`src/rtl/bank_pkg.sv`:
```
package bank_pkg;
  localparam int unsigned DEF_ADDR_W    = 32;
  localparam int unsigned DEF_NUM_BANKS = 4;
  localparam int unsigned DEF_OFS_W     = 3;
  localparam int unsigned NUM_PORTS     = 2;
endpackage

```
`src/rtl/bank_sel_adder.sv`:
```
module bank_sel_adder #(
  parameter int unsigned OFS_W  = 3,
  parameter int unsigned BANK_W = 2,
  localparam int unsigned LOW_W = OFS_W + BANK_W
) (
  input  logic [LOW_W-1:0]  base_i,
  input  logic [LOW_W-1:0]  offs_i,
  output logic [BANK_W-1:0] bank_o
);
  logic [LOW_W-1:0] low_sum;
  // carry out of the top bank bit is dropped by the width
  assign low_sum = base_i + offs_i;
  assign bank_o  = low_sum[LOW_W-1:OFS_W];
endmodule

```
`src/rtl/bank_arbiter.sv`:
```
module bank_arbiter #(
  parameter int unsigned BANK_W = 2
) (
  input  logic              v0_i,
  input  logic              v1_i,
  input  logic [BANK_W-1:0] b0_i,
  input  logic [BANK_W-1:0] b1_i,
  output logic              g0_o,
  output logic              g1_o,
  output logic              conflict_o
);
  always_comb begin
    conflict_o = v0_i && v1_i && (b0_i == b1_i);
    g0_o       = v0_i;                 // older load always wins
    g1_o       = v1_i && !conflict_o;
  end
endmodule

```
`src/rtl/bank_conflict_top.sv`:
```
module bank_conflict_top
  import bank_pkg::*;
#(
  parameter int unsigned ADDR_W    = DEF_ADDR_W,
  parameter int unsigned NUM_BANKS = DEF_NUM_BANKS,
  parameter int unsigned OFS_W     = DEF_OFS_W,
  localparam int unsigned BANK_W   = (NUM_BANKS > 1) ? $clog2(NUM_BANKS) : 1,
  localparam int unsigned LOW_W    = OFS_W + BANK_W
) (
  input  logic              clk_i,
  input  logic              rst_ni,
  input  logic              p0_valid_i,
  input  logic [ADDR_W-1:0] p0_base_i,
  input  logic [ADDR_W-1:0] p0_offs_i,
  input  logic              p1_valid_i,
  input  logic [ADDR_W-1:0] p1_base_i,
  input  logic [ADDR_W-1:0] p1_offs_i,
  output logic [BANK_W-1:0] p0_bank_o,
  output logic [BANK_W-1:0] p1_bank_o,
  output logic              p0_grant_o,
  output logic              p1_grant_o,
  output logic              conflict_o
);
  logic [NUM_PORTS-1:0][LOW_W-1:0]  base_lo;
  logic [NUM_PORTS-1:0][LOW_W-1:0]  offs_lo;
  logic [NUM_PORTS-1:0][BANK_W-1:0] bank_d;
  logic g0_d, g1_d, conf_d;

  assign base_lo[0] = p0_base_i[LOW_W-1:0];
  assign offs_lo[0] = p0_offs_i[LOW_W-1:0];
  assign base_lo[1] = p1_base_i[LOW_W-1:0];
  assign offs_lo[1] = p1_offs_i[LOW_W-1:0];

  for (genvar p = 0; p < NUM_PORTS; p++) begin : g_port
    bank_sel_adder #(.OFS_W(OFS_W), .BANK_W(BANK_W)) u_add (
      .base_i (base_lo[p]),
      .offs_i (offs_lo[p]),
      .bank_o (bank_d[p])
    );
  end

  bank_arbiter #(.BANK_W(BANK_W)) u_arb (
    .v0_i       (p0_valid_i),
    .v1_i       (p1_valid_i),
    .b0_i       (bank_d[0]),
    .b1_i       (bank_d[1]),
    .g0_o       (g0_d),
    .g1_o       (g1_d),
    .conflict_o (conf_d)
  );

  always_ff @(posedge clk_i or negedge rst_ni) begin
    if (!rst_ni) begin
      p0_bank_o  <= '0;
      p1_bank_o  <= '0;
      p0_grant_o <= 1'b0;
      p1_grant_o <= 1'b0;
      conflict_o <= 1'b0;
    end else begin
      p0_bank_o  <= bank_d[0];
      p1_bank_o  <= bank_d[1];
      p0_grant_o <= g0_d;
      p1_grant_o <= g1_d;
      conflict_o <= conf_d;
    end
  end
endmodule

```
`config.mk`:
```
export PLATFORM = sky130hd
export DESIGN_NAME = bank_conflict_top
export DESIGN_NICKNAME = d
export VERILOG_FILES = /design/src/rtl/bank_pkg.sv /design/src/rtl/bank_sel_adder.sv /design/src/rtl/bank_arbiter.sv /design/src/rtl/bank_conflict_top.sv
export SDC_FILE = /design/constraint.sdc
export NUM_CORES = 1
export LEC_CHECK = 0
export BUFFER_PORTS_ARGS = -buffer_cell sky130_fd_sc_hd__buf_2
export CAP_MARGIN = 15
export CORE_ASPECT_RATIO = 1.75
export CORE_MARGIN = 5
export CORE_UTILIZATION = 19
export DETAILED_ROUTE_END_ITERATION = 10
export HOLD_SLACK_MARGIN = 0.1
export PLACE_DENSITY = 0.87
export SYNTH_ARGS = -nofsm -noshare
export SYNTH_HDL_FRONTEND = slang
export SYNTH_SLANG_ARGS = --single-unit
```
`constraint.sdc`:
```
create_clock -name clk_i -period 0.9 [get_ports clk_i]
set_input_delay 0.09 -clock clk_i [delete_from_list [all_inputs] [get_ports clk_i]]
set_output_delay 0.09 -clock clk_i [all_outputs]
set_load 0.02 [all_outputs]
```
==> results.ini <==
[outcome]
status=finished, violations left
failed_checks=negative setup slack

[grt]
grt_antenna_before_repair=0
grt_pass1_wl_um=1790
grt_pass1_vias=492
overflow=0
grt_use_total_pct=7.46
grt_max_degree=8

[synth]
yosys_warnings=0
yosys.area_share.xor_xnor_pct=19.3
synthArstFlopShare_pct=100
synth.cell_area_um2=440
synth_cell_type_count=17
syn_inst=36
ys_seq_elements=7
synth_edf_count=0
synth_compound_area_share_pct=16.5
ys.flop_type=dfrtp_1
synth_fp_nets=174
yosys.area_share.simple_pct=5.68
ys_seq_area_share_pct=39.8
synth_top_family_by_area=XOR/XNOR gates
synth_fa_ha_area_share_pct=17.0
muxShareOfSynthArea_pct=0
syn_area_per_cell_um2=12.2

[floorplan]
die_area_um2=3420
io_pins=139
die_h_um=73.7
die_w_um=46.4
rows=23
core-area_um2=2240
initial_core_util_pct=19.6

[sta]
drv_slew=0
final.period_utilization_pct=131
fmax_ghz=0.849
min_period_ns=1.18
setup_viol=3
setup_ws_ns=-0.278
rsz0062_at_grt=true
hold_viol=0
fin_setup_tns_ns=-0.572
holdWs_ns=0.234
slew_headroom_pct=82.8
worst_slew_pin_slew_ns=0.257

[worst_setup_path]
cp_max_fo=2
required_ns=1.06
critPathArrivalTime_ns=1.34
critical_path_class=in -> reg
crit_end=conflict_o
cp-start-kind=input pin
worstSetupStartpoint=p0_base_i[1]
end_kind=register

[power]
p_leak_nw=0.406
powerDensity_nw_per_um2=1560
ir_drop_mv=0.484

[cells_and_area]
syn2layout_area_growth_pct=95.5
antenna_cells=0
fill_cells=222
final_common_cell=buf_2
drive_gt1_share_pct=70.0
num-nets-final=219
layout_common_cells=buf_2 (29), dfrtp_1 (7), buf_4 (7)

[clock_tree]
cts_htree_levels=1
cts-buffers-inserted=3
clock_path_buffers=2
clk_pin_slew_ns=0.04
clock-sinks=7
cts_tree=yes
root_buffer=clkbuf_8

[route]
dr.pass1.iters=2
dr_total_vias=450
totalWireLength_um=1100
drcViolationCount=0
wl_per_cell_um=10.5
drt_iter0_markers=6
vias_per_cell=4.29
final_antenna_net_count=0

[place]
gp_congestion=0.706
place_ws_ns=-0.536
port_buffers=30
dp_hpwl_um=982

[worst_hold_path]
hold_class=in -> async

[flow_run]
max_cap_viol_count=0

## area by class of cell
class	count	area [um^2]	share of cell area (%)
inverter	2	7.51	0.872
multi-input combinational	27	363	42.2
sequential	7	175	20.3
tap	25	31.3	3.63
timing repair buffer	40	239	27.8
clock buffer	4	45.0	5.23
## worst max-delay path: stages
cell and delay [ns]:
buf_6 0.10, ha_4 0.22, a31o_4 0.24, o22ai_4 0.19, xnor2_2 0.15, xnor2_1 0.15, and4_1 0.20
## where the power goes
part           total, mW  internal (mW)  switching (mW)
logic              0.528          0.272           0.256
registers          0.378          0.368         0.00997
clock network      0.434          0.306           0.128
total               1.34          0.946           0.395
## how the worst min path moves through the flow
stage                     cells after the start  slack [ns]           end
after floorplan                               0       -0.21    conflict_o
after global routing                          2        0.25    p0_grant_o
after global placement                        1       -0.08  p1_bank_o[1]
after CTS                                     3        0.23  p0_bank_o[1]
after detailed placement                      1       -0.07    p0_grant_o
final                                         2        0.23    conflict_o
## cell families after synthesis
family                   count (synthesis)
AO/OA/AOI/OAI                            9
adder cells (fa/ha/maj)                  6
flip-flops                               7
XOR/XNOR                                 8
buffers and inverters                    2
AND/OR/NAND/NOR                          4
## flip-flops by register name, indices dropped and copies added, names as in the netlist
register,flops
p1_grant_o,1
p0_grant_o,1
conflict_o,1
p0_bank_o,2
p1_bank_o,2
## cell usage after synthesis, types with 2 or more instances
cell type	number	area, um^2
dfrtp_1	7	175
ha_1	6	75.1
xnor2_1	6	52.6
a21oi_1	2	10.0
a31o_1	2	17.5
inv_1	2	7.51
## routing by layer
layer,global-route usage (%),part of all wire (%),up-vias,routed length (um)
li1,-,-,218,-
met1,8.17,33,199,362
met2,11.5,49,28,542
met3,2.21,15,5,163
met4,5.70,3.1,0,34
met5,0,0,-,0
## metrics by stage
| step | total power, mW | instance area (um^2) | std cells | utilization (%) |
|---|---|---|---|---|
| 6_report | 1.34 | 861 | 105 | 38.4 |
| 5_1_grt | 1.42 | 861 | 105 | 38.4 |
| 4_1_cts | 1.32 | 826 | 104 | 36.8 |
| 3_5_place_dp | 0.847 | 729 | 97 | 32.5 |
| 3_3_place_gp | 0.827 | 729 | 97 | 32.5 |
| 2_1_floorplan | 0.664 | 503 | 36 | - |
## what timing repair did
action                                 in CTS  in global routing
setup buffers                               0                  1
pin swaps                                   1                  4
gates resized for setup                     3                  4
hold buffers                                3                  0
endpoints found under the hold margin       9                  0
setup endpoints to repair                   2                  2
No activity file was read; power rests on OpenSTA's default activity.
